### config.mk
export PLATFORM = sky130hd
export DESIGN_NAME = modrm_ea_decoder
export DESIGN_NICKNAME = d
export VERILOG_FILES = /design/src/rtl/ea_pkg.sv /design/src/rtl/ea_fetch.sv /design/src/rtl/ea_calc.sv /design/src/rtl/modrm_ea_decoder.sv
export SDC_FILE = /design/constraint.sdc
export NUM_CORES = 1
export LEC_CHECK = 0
export ABC_AREA = 1
export ABC_CLOCK_PERIOD_IN_PS = 7900
export BUFFER_PORTS_ARGS = -buffer_cell sky130_fd_sc_hd__buf_2
export CELL_PAD_IN_SITES_DETAIL_PLACEMENT = 1
export CELL_PAD_IN_SITES_GLOBAL_PLACEMENT = 2
export CORE_MARGIN = 1
export CORE_UTILIZATION = 36
export DETAILED_ROUTE_END_ITERATION = 12
export PLACE_DENSITY = 0.88
export SYNTH_ARGS = -nofsm -noshare
export SYNTH_HDL_FRONTEND = slang
export SYNTH_HIERARCHICAL = 1
export SYNTH_SLANG_ARGS = --single-unit
### constraint.sdc
create_clock -name clk -period 7.9 [get_ports clk]
set_input_delay 1.185 -clock clk [delete_from_list [all_inputs] [get_ports clk]]
set_output_delay 1.185 -clock clk [all_outputs]
set_load 0.01 [all_outputs]
### src/rtl/ea_pkg.sv
package ea_pkg;

   typedef enum logic [2:0] {
      ST_IDLE,
      ST_MODRM,
      ST_SIB,
      ST_DISP,
      ST_DONE
   } ea_state_e;

   typedef struct packed {
      logic [1:0] mode;
      logic [2:0] reg_f;
      logic [2:0] rm;
   } modrm_t;

   typedef struct packed {
      logic [1:0] scale;
      logic [2:0] index;
      logic [2:0] base;
   } sib_t;

   localparam logic [2:0] CODE_SP = 3'd4;
   localparam logic [2:0] CODE_BP = 3'd5;
   localparam logic [2:0] CODE_16_DIRECT = 3'd6;

   // Number of displacement bytes that follow the addressing bytes.
   function automatic logic [2:0] disp_bytes(input logic       wide,
                                             input logic [1:0] mode,
                                             input logic [2:0] rm,
                                             input logic [2:0] sib_base);
      logic [2:0] n;
      unique case (mode)
         2'd1:    n = 3'd1;
         2'd2:    n = wide ? 3'd4 : 3'd2;
         2'd0: begin
            if (wide)
               n = ((rm == CODE_BP) || ((rm == CODE_SP) && (sib_base == CODE_BP))) ? 3'd4 : 3'd0;
            else
               n = (rm == CODE_16_DIRECT) ? 3'd2 : 3'd0;
         end
         default: n = 3'd0;
      endcase
      return n;
   endfunction

endpackage

### src/rtl/ea_fetch.sv
module ea_fetch
   import ea_pkg::*;
(
   input  logic        clk,
   input  logic        rst_n,
   input  logic        start,
   input  logic        addr32_i,
   input  logic        in_valid,
   input  logic [7:0]  in_data,
   output logic        in_ready,
   output logic        done,
   output logic        a32_q,
   output modrm_t      modrm_q,
   output sib_t        sib_q,
   output logic [31:0] disp_q,
   output logic [2:0]  len_q
);

   ea_state_e  state_q;
   logic [1:0] idx_q;
   logic       accept;
   modrm_t     m_now;
   logic [2:0] nxt_len;

   assign in_ready = (state_q == ST_MODRM) || (state_q == ST_SIB) || (state_q == ST_DISP);
   assign accept   = in_valid && in_ready;
   assign done     = (state_q == ST_DONE);

   always_comb begin
      m_now   = (state_q == ST_MODRM) ? modrm_t'(in_data) : modrm_q;
      nxt_len = disp_bytes(a32_q, m_now.mode, m_now.rm, in_data[2:0]);
   end

   always_ff @(posedge clk or negedge rst_n) begin
      if (!rst_n) begin
         state_q <= ST_IDLE;
         a32_q   <= 1'b0;
         modrm_q <= '0;
         sib_q   <= '0;
         disp_q  <= '0;
         len_q   <= '0;
         idx_q   <= '0;
      end else if (start) begin
         state_q <= ST_MODRM;
         a32_q   <= addr32_i;
         modrm_q <= '0;
         sib_q   <= '0;
         disp_q  <= '0;
         len_q   <= '0;
         idx_q   <= '0;
      end else if (accept) begin
         unique case (state_q)
            ST_MODRM: begin
               modrm_q <= m_now;
               if (m_now.mode == 2'd3) begin
                  state_q <= ST_DONE;
               end else if (a32_q && (m_now.rm == CODE_SP)) begin
                  state_q <= ST_SIB;
               end else begin
                  len_q   <= nxt_len;
                  state_q <= (nxt_len == 3'd0) ? ST_DONE : ST_DISP;
               end
            end
            ST_SIB: begin
               sib_q   <= sib_t'(in_data);
               len_q   <= nxt_len;
               state_q <= (nxt_len == 3'd0) ? ST_DONE : ST_DISP;
            end
            ST_DISP: begin
               disp_q[8*idx_q +: 8] <= in_data;
               idx_q <= idx_q + 2'd1;
               if (({1'b0, idx_q} + 3'd1) == len_q)
                  state_q <= ST_DONE;
            end
            default: state_q <= state_q;
         endcase
      end
   end

   AST_REG_FORM_ONE_BYTE: assert property (@(posedge clk) disable iff (!rst_n)
      (state_q == ST_MODRM && accept && in_data[7:6] == 2'b11 && !start) |=> (state_q == ST_DONE));
   AST_SIB_NEEDS_WIDE: assert property (@(posedge clk) disable iff (!rst_n)
      (state_q == ST_SIB) |-> a32_q);
   AST_DISP_BOUNDED: assert property (@(posedge clk) disable iff (!rst_n)
      (state_q == ST_DISP) |-> ({1'b0, idx_q} < len_q));

endmodule

### src/rtl/ea_calc.sv
module ea_calc
   import ea_pkg::*;
#(
   parameter int GPR_W   = 32,
   parameter int NUM_GPR = 8
)(
   input  logic                     wide,
   input  modrm_t                   modrm,
   input  sib_t                     sib,
   input  logic [31:0]              disp,
   input  logic [2:0]               len,
   input  logic [NUM_GPR*GPR_W-1:0] gpr_flat,
   output logic [31:0]              addr,
   output logic                     ss_cond
);

   localparam int AW = 32;

   logic [AW-1:0] r [NUM_GPR];

   for (genvar g = 0; g < NUM_GPR; g++) begin : g_unpack
      assign r[g] = gpr_flat[g*GPR_W +: AW];
   end

   logic [AW-1:0] dext;
   logic [AW-1:0] idx_val;
   logic [AW-1:0] base_val;
   logic [AW-1:0] sum32;
   logic [15:0]   base16;
   logic [15:0]   sum16;

   always_comb begin
      unique case (len)
         3'd1:    dext = {{24{disp[7]}}, disp[7:0]};
         3'd2:    dext = {{16{disp[15]}}, disp[15:0]};
         default: dext = disp;
      endcase
   end

   // Wide forms
   always_comb begin
      idx_val  = '0;
      base_val = '0;
      if (modrm.rm == CODE_SP) begin
         idx_val  = (sib.index == CODE_SP) ? '0 : (r[sib.index] << sib.scale);
         base_val = ((sib.base == CODE_BP) && (modrm.mode == 2'd0)) ? '0 : r[sib.base];
      end else if (!((modrm.rm == CODE_BP) && (modrm.mode == 2'd0))) begin
         base_val = r[modrm.rm];
      end
      sum32 = base_val + idx_val + dext;
   end

   // Narrow forms
   always_comb begin
      unique case (modrm.rm)
         3'd0: base16 = r[3][15:0] + r[6][15:0];
         3'd1: base16 = r[3][15:0] + r[7][15:0];
         3'd2: base16 = r[5][15:0] + r[6][15:0];
         3'd3: base16 = r[5][15:0] + r[7][15:0];
         3'd4: base16 = r[6][15:0];
         3'd5: base16 = r[7][15:0];
         3'd6: base16 = (modrm.mode == 2'd0) ? 16'h0000 : r[5][15:0];
         default: base16 = r[3][15:0];
      endcase
      sum16 = base16 + dext[15:0];
   end

   always_comb begin
      if (wide) begin
         addr    = sum32;
         ss_cond = (modrm.rm == CODE_SP) ? (sib.base == CODE_SP)
                                         : ((modrm.rm == CODE_BP) && (modrm.mode != 2'd0));
      end else begin
         addr    = {16'h0000, sum16};
         ss_cond = (modrm.rm == 3'd2) || (modrm.rm == 3'd3) ||
                   ((modrm.rm == CODE_16_DIRECT) && (modrm.mode != 2'd0));
      end
   end

endmodule

### src/rtl/modrm_ea_decoder.sv
module modrm_ea_decoder
   import ea_pkg::*;
#(
   parameter int GPR_W    = 32,
   parameter int NUM_GPR  = 8,
   parameter bit SNAPSHOT = 1'b1
)(
   input  logic                     clk,
   input  logic                     rst_n,
   input  logic                     start,
   input  logic                     addr32,
   input  logic                     seg_ovr,
   input  logic [NUM_GPR*GPR_W-1:0] gpr_flat,
   input  logic                     in_valid,
   input  logic [7:0]               in_data,
   output logic                     in_ready,
   output logic                     done,
   output logic [2:0]               reg_fld,
   output logic                     is_mem,
   output logic [2:0]               rm_reg,
   output logic [31:0]              eff_addr,
   output logic                     use_ss
);

   localparam int FLAT_W = NUM_GPR * GPR_W;

   if (NUM_GPR != 8) begin : g_chk_num
      $error("modrm_ea_decoder: NUM_GPR must be 8");
   end
   if (GPR_W < 32) begin : g_chk_width
      $error("modrm_ea_decoder: GPR_W must be at least 32");
   end

   logic [FLAT_W-1:0] regs_use;
   logic              ovr_q;
   logic              a32_q;
   modrm_t            modrm_q;
   sib_t              sib_q;
   logic [31:0]       disp_q;
   logic [2:0]        len_q;
   logic [31:0]       calc_addr;
   logic              calc_ss;

   if (SNAPSHOT) begin : g_snap
      logic [FLAT_W-1:0] regs_q;
      always_ff @(posedge clk or negedge rst_n) begin
         if (!rst_n)     regs_q <= '0;
         else if (start) regs_q <= gpr_flat;
      end
      assign regs_use = regs_q;

      AST_SNAPSHOT_HOLD: assert property (@(posedge clk) disable iff (!rst_n)
         (done && !start) |=> $stable(eff_addr));
   end else begin : g_live
      assign regs_use = gpr_flat;
   end

   always_ff @(posedge clk or negedge rst_n) begin
      if (!rst_n)     ovr_q <= 1'b0;
      else if (start) ovr_q <= seg_ovr;
   end

   ea_fetch u_fetch (
      .clk      (clk),
      .rst_n    (rst_n),
      .start    (start),
      .addr32_i (addr32),
      .in_valid (in_valid),
      .in_data  (in_data),
      .in_ready (in_ready),
      .done     (done),
      .a32_q    (a32_q),
      .modrm_q  (modrm_q),
      .sib_q    (sib_q),
      .disp_q   (disp_q),
      .len_q    (len_q)
   );

   ea_calc #(.GPR_W(GPR_W), .NUM_GPR(NUM_GPR)) u_calc (
      .wide     (a32_q),
      .modrm    (modrm_q),
      .sib      (sib_q),
      .disp     (disp_q),
      .len      (len_q),
      .gpr_flat (regs_use),
      .addr     (calc_addr),
      .ss_cond  (calc_ss)
   );

   assign reg_fld  = modrm_q.reg_f;
   assign rm_reg   = modrm_q.rm;
   assign is_mem   = (modrm_q.mode != 2'd3);
   assign eff_addr = is_mem ? calc_addr : 32'h0;
   assign use_ss   = is_mem && calc_ss && !ovr_q;

   AST_READY_NOT_DONE: assert property (@(posedge clk) disable iff (!rst_n)
      !(in_ready && done));
   AST_OVR_BLOCKS_SS: assert property (@(posedge clk) disable iff (!rst_n)
      (done && ovr_q) |-> !use_ss);
   AST_NARROW_TRUNC: assert property (@(posedge clk) disable iff (!rst_n)
      (done && is_mem && !a32_q) |-> (eff_addr[31:16] == 16'h0000));
   AST_HOLD_RESULT: assert property (@(posedge clk) disable iff (!rst_n)
      (done && !start) |=> (done && $stable(reg_fld) && $stable(is_mem) &&
                            $stable(rm_reg) && $stable(use_ss)));

endmodule

==> summary.txt, run 1 <==
Outcome
  – Status: finished clean

Timing
  – Worst Slack Setup Final: 394 ps
  – Hold WS: 520 ps
  – Final worst path period need: 7510 ps
  – Slew margin rel.: 0.227
  – Clk_skew: 5.24 ps
  – Max Fclk: 0.133 GHz
  – Final setup violation count: 0
  – Final setup TNS: 0 ps
  – Tcrit/Tclk final: 0.950
  – Worst-margin pin slew: 1150 ps
  – RSZ-0062 raised after global routing: no
  – Final hold viol count: 0
  – Slew Limit Fails: 0

Place
  – GPL Wtd Cong: 1.00
  – Post-DP HPWL: 93700 um
  – DP Worst Slack: 1190 ps
  – DP Cell Count: 4988
  – I/O Buffers: 311
  – Post-Place Cell Area: 0.0281 mm2

Yosys
  – Unique masters post-synth: 67
  – Synth warnings: 6
  – Async set-or-reset flop fraction in the synthesized netlist: 1.00
  – Syn Std Cell Area: 0.0263 mm2
  – Syn Inst Count: 3902
  – Synth Register Bits: 314
  – Seq/Total Area, Yosys: 0.299
  – Number of synthesized flops with an enable pin: 0
  – Syn nets: 4288
  – Syn avg cell area: 6.73 um2
  – Most used DFF post-synth: dfrtp_1

Floorplan
  – Core area: 0.0719 mm2
  – Chip Height: 272 um
  – Die X-Extent: 272 um
  – Initial core utilization: 0.366
  – Die area: 0.0741 mm2
  – # IOs: 312
  – Row count: 98

Setup path
  – Critical-path top delay cell: inv_2
  – Max stage delay on crit path: 650 ps
  – Crit path launch type: register
  – Worst Path Max Fanout: 49
  – Critical Path End Type: output pin
  – Crit path max-delay family: buffers and inverters
  – CP Cell Sequence: inv_2, buf_4, a31oi_1, inv_1, nor2_4, inv_2, o21ai_0, fa_1, inv_1, fa_1, o21ai_2, a21boi_2, o21ai_1, a21oi_1, o21bai_1, o21ai_1, a21oi_1, inv_1, nor2_1, buf_2
  – Most frequent cell on the critical path: inv_1
  – WP data arrival: 6320 ps
  – WS Path Type: register to output pin
  – Buf+Inv Stages, Crit Path: 7
  – WP data required: 6710 ps

Global route
  – GRT Overall Usage: 0.327
  – Antenna violations before repair: 4
  – Vias in the first global route: 29000
  – Gr ovfl total: 0
  – Global-route wire length before repair: 183000 um
  – Pin count of the biggest net entering global routing: 243

Cells and area
  – Storage cell area: 0.00787 mm2
  – Final non-filler cell total: 5058
  – Design area: 0.0295 mm2
  – Fillers: 9391
  – Nets: 4464
  – Footprint of the multi-input gates: 0.0143 mm2
  – Layout cells sized above 1: 0.125
  – Area growth from synthesis to layout: 12.3%
  – Core Util, Final: 0.411

Clock tree
  – CTS tree: yes
  – Clk slew on worst S/H paths: 60 ps
  – Clk sink count: 314
  – Post-cts sizing count: 0
  – Clock root buffer: clkbuf_16
  – Total CTS buffers: 38
  – Clk_lat worst skew: 600 ps
  – Postcts setup bufs: 0
  – Hold buffers post-CTS: 0
  – H-Tree Depth: 2
  – Clock buffer depth: 3

Pwr
  – Leakage: 14.6 nW
  – Cell area power density: 288 mW/mm2
  – Maximum VDD drop: 0.000166 V
  – Total power: 8.51 mW

Detailed routing
  – DR vias/cell: 5.62
  – DR top layer: met5
  – Met1 WL: 49400 um
  – Routed Wire Length: 122000 um
  – WL per Instance: 24.1 um
  – Routed met3 length: 6550 um
  – Starting DRC count in detailed routing: 2529
  – Detail Route Antenna Nets: 0
  – Residual DRC count: 0
  – Drt first pass iters: 6
  – Total number of vias: 28400
  – WL met2: 58000 um

Job
  – MaxCap Viol Count: 0

Hold path
  – HP Class: register to register
==> state kept, by name, summed over array words and instances (netlist names) <==
register         count
g_snap.regs_q      256
u_fetch/modrm_q      8
u_fetch/state_q      3
u_fetch/a32_q        1
u_fetch/sib_q        8
u_fetch/idx_q        2
u_fetch/disp_q      32
ovr_q                1
u_fetch/len_q        3
==> power breakdown <==
group          switching, mW  total [mW]  internal (mW)
Combinational           3.08        4.50           1.42
Sequential             0.281        2.04           1.76
Clock                  0.779        1.98           1.20
Total                   4.14        8.51           4.37
==> layer usage <==
layer  GRT usage  vias up
met2       0.551     1044
li1            -    13200
met1       0.402    13900
met3      0.0383      286
met4       0.194        6
met5           0        -
==> kinds of logic after synthesis <==
kind of cell	count (synthesis)	share of synthesized area
XOR/XNOR	17	0.00595
buffers and inverters	953	0.156
multiplexers	12	0.00457
AO/OA/AOI/OAI	1327	0.288
AND/OR/NAND/NOR	1163	0.182
flip-flops	314	0.299
adder cells (fa/ha/maj)	116	0.0653
==> synth_stat cells, types with 15 or more instances <==
| cell | number | area share |
|---|---|---|
| o21ai_1 | 133 | 0.025 |
| o221ai_1 | 64 | 0.021 |
| fa_1 | 35 | 0.027 |
| o22ai_1 | 75 | 0.018 |
| nand2_1 | 706 | 0.10 |
| o211ai_1 | 31 | 0.0089 |
| a31oi_1 | 24 | 0.0057 |
| o21ai_0 | 601 | 0.11 |
| nand3_1 | 128 | 0.024 |
| clkbuf_1 | 81 | 0.012 |
| ha_1 | 81 | 0.039 |
| inv_2 | 16 | 0.0023 |
| inv_1 | 710 | 0.10 |
| a221oi_1 | 30 | 0.010 |
| buf_1 | 15 | 0.0021 |
| a21oi_1 | 283 | 0.054 |
| nor2_1 | 263 | 0.038 |
| buf_2 | 52 | 0.0099 |
| buf_6 | 47 | 0.020 |
| dfrtp_1 | 314 | 0.30 |
==> final cells by class <==
class	instances	share of cell area
antenna	1	0.0000848
clock buffer	49	0.0360
clock inverter	20	0.0121
inverter	735	0.0937
multi-input combinational	2635	0.486
sequential	314	0.267
tap	950	0.0403
timing repair buffer	354	0.0656
==> worst reg2reg max path: stages, from the launching register on <==
cell and delay (ps):
dfrtp_1 460, clkinv_1 600, ha_1 610, nor3_1 710, nand2_1 150, a21oi_1 190
==> cells in the final DEF (no fill, tap or decap), types with 81 or more instances in the layout <==
master	n
a21oi_1	283
buf_2	309
o21ai_0	601
nand2_1	706
nand3_1	128
nor2_1	263
inv_1	710
dfrtp_1	309
o21ai_1	133
ha_1	81
==> path summary, 6_finish.rpt <==
path | start | endpoint | slack (ps) | cells past startpoint
worst max-delay path | u_fetch/sib_q[3] | eff_addr[23] | 390 | 20
worst min-delay path | g_snap.regs_q[252] | g_snap.regs_q[252] | 520 | 2
worst max register to register | u_fetch/idx_q[0] | u_fetch/disp_q[3] | 5100 | 5
worst min register to register | g_snap.regs_q[252] | g_snap.regs_q[252] | 520 | 2
max in group asynchronous | rst_n | g_snap.regs_q[129] | 5490 | 3
min in group asynchronous | rst_n | g_snap.regs_q[41] | 550 | 1
Note: power is estimated with default switching activity, not from simulation.
==> run 2: changes to the inputs <==
==> constraint.sdc (replaced) <==
create_clock -name clk -period 7.9 [get_ports clk]
set_input_delay 1.185 -clock clk [delete_from_list [all_inputs] [get_ports clk]]
set_output_delay 1.185 -clock clk [all_outputs]
set_load 0.02 [all_outputs]
==> run 2 against run 1 <==
  * Global-route usage about the same
  * Non-clock buffer count rose by 1
  * Setup slack improved by 15 ps
  * Critical path depth unchanged
  * Wire length rose by 0.40%
  * Via count up 0.82%
  * Count of clock-buffer cells in the layout is 4 higher
  * Sequential power about the same
  * Largest power group unchanged
==> summary.txt, run 2 (synthesis results as in run 1) <==
Floorplan
  – Die X-Extent: 272 um
  – # IOs: 312
  – Initial core utilization: 0.366
  – Die area: 0.0741 mm2
  – Core area: 0.0719 mm2
  – Row count: 98
  – Chip Height: 272 um

Clock tree
  – Clk_lat worst skew: 600 ps
  – Clock root buffer: clkbuf_16
  – H-Tree Depth: 2
  – Clock buffer depth: 3
  – Hold buffers post-CTS: 0
  – Postcts setup bufs: 0
  – Clk slew on worst S/H paths: 60 ps
  – CTS tree: yes
  – Total CTS buffers: 40
  – Clk sink count: 314
  – Post-cts sizing count: 0

Cells and area
  – Largest register FFs: 256
  – Top reg by flops: g_snap.regs_q
  – Nets: 4467
  – Top flop regs: g_snap.regs_q (256), u_fetch/disp_q (32)
  – Final non-filler cell total: 5062
  – Commonest non-fill, non-tap cell in the layout: inv_1
  – Layout cells sized above 1: 0.125
  – Design area: 0.0295 mm2
  – Area growth from synthesis to layout: 12.2%
  – Antenna Cells: 0
  – Commonest non-fill, non-tap cells in the layout: 710 x inv_1, 706 x nand2_1, 601 x o21ai_0

Pwr
  – Maximum VDD drop: 0.000191 V
  – Cell area power density: 293 mW/mm2
  – Share of total power in the clock network: 0.228
  – Pint: 4.33 mW
  – Psw: 4.29 mW
  – Sw Share: 0.498
  – Comb power frac: 0.537
  – Leakage: 14.5 nW
  – Seq pwr share: 0.236

Hold path
  – HP Class: register to register
  – Hold Path Cell Cnt: 2

Global route
  – Gr ovfl total: 0
  – Vias in the first global route: 29000
  – GRT Overall Usage: 0.327
  – Pin count of the biggest net entering global routing: 171
  – Antenna violations before repair: 1
  – Global-route wire length before repair: 183000 um

Setup path
  – Critical Path End Type: output pin
  – WP data arrival: 6310 ps
  – Max stage delay on crit path: 820 ps
  – R2R depth: 5
  – Critical-path top delay cell: buf_4
  – Critical path depth: 20
  – WS Path Type: register to output pin
  – Worst Path Max Fanout: 78
  – Buf+Inv Stages, Crit Path: 5
  – WP data required: 6710 ps
  – Crit path launch type: register
  – Crit path max-delay family: compound AO/OA/AOI/OAI gates
  – CP Cell Sequence: buf_4, o21ai_0, o21ai_0, o211ai_1, o21ai_0, inv_1, fa_1, inv_1, ha_1, nand2_1, nor2_1, nand4_1, o21ai_1, a21oi_1, o21bai_1, o21ai_1, a21oi_1, inv_1, nor2_1, buf_2

Detailed routing
  – DR vias/cell: 5.66
  – Starting DRC count in detailed routing: 2632
  – Residual DRC count: 0
  – Detail Route Antenna Nets: 0
  – Total number of vias: 28600
  – Routed Wire Length: 123000 um
  – WL per Instance: 24.2 um
  – Drt first pass iters: 6

Place
  – DP Cell Count: 4989
  – I/O Buffers: 311
  – Post-Place Cell Area: 0.0281 mm2
  – Post-DP HPWL: 93100 um
  – GPL Wtd Cong: 0.990

Timing
  – Final setup violation count: 0
  – Final hold viol count: 0
  – Final worst path period need: 7490 ps
  – RSZ-0062 raised after global routing: no
  – Tcrit/Tclk final: 0.948
  – Max Fclk: 0.133 GHz
  – Clk_skew: 14.6 ps
  – Worst-margin pin slew: 1190 ps
  – Final setup TNS: 0 ps
  – Slew Limit Fails: 0
  – Slew margin rel.: 0.202

Job
  – MaxCap Viol Count: 0

Outcome
  – Status: finished clean
## run 2: cell types whose count changed in the layout (fill, tap and decap cells not counted), sizes merged
cell,delta
inv,+1
diode,-1
clkinv,-1
bufinv,-2
clkinvlp,+2
buf,+1
clkbuf,+4
## run 2: worst paths after layout
check / from / endpoint / slack [ps]
max: u_fetch/sib_q[0] / eff_addr[23] / 410
min: g_snap.regs_q[252] / g_snap.regs_q[252] / 520
max reg2reg: u_fetch/idx_q[0] / u_fetch/disp_q[5] / 5020
min reg2reg: g_snap.regs_q[252] / g_snap.regs_q[252] / 520
max in group asynchronous: rst_n / g_snap.regs_q[255] / 5750
min in group asynchronous: rst_n / g_snap.regs_q[72] / 590
## run 2: worst register-to-register path: cells and delay by family (launching register included)
family | cells | cell delay, ps
simple gates | 2 | 900
compound gates | 1 | 190
fa+ha+maj | 1 | 630
buf+inv | 1 | 610
flops | 1 | 480
## run 2: layout make-up
class                   count  area [um2]
flip-flops and latches    314        7870
clock buffers              53        1090
multi-input cells        2635       14300
repair buffers            355        1930
fillers                  9414       42400
inverters                 735        2770
clock inverters            20         305
well taps                 950        1190
## run 2: power groups by stage
stage          Sequential (mW)  Combinational (mW)  Clock, mW
6_report                  2.03                4.63       1.96
5_1_grt                   2.04                5.06       2.05
4_1_cts                   2.03                4.56       2.00
3_5_place_dp              2.05                4.53          0
3_3_place_gp              2.05                4.49          0
2_1_floorplan             1.90                3.02          0
## run 2: per-stage QoR
step           hold slack, ps   util  power (mW)  setup slack (ps)
2_1_floorplan             474      -        4.92              2370
3_3_place_gp              494  0.391        6.54              1190
3_5_place_dp              506  0.391        6.58              1200
4_1_cts                   522  0.410        8.58               560
5_1_grt                   547  0.410        9.16              99.4
6_report                  520  0.410        8.63               409
## run 2: layer usage
layer / vias to the layer above / track usage / share of wire
li1: 13200 / - / -
met1: 14000 / 0.399 / 0.40
met2: 1101 / 0.550 / 0.47
met3: 360 / 0.0372 / 0.056
met4: 0 / 0.209 / 0.072
met5: - / 0 / 0
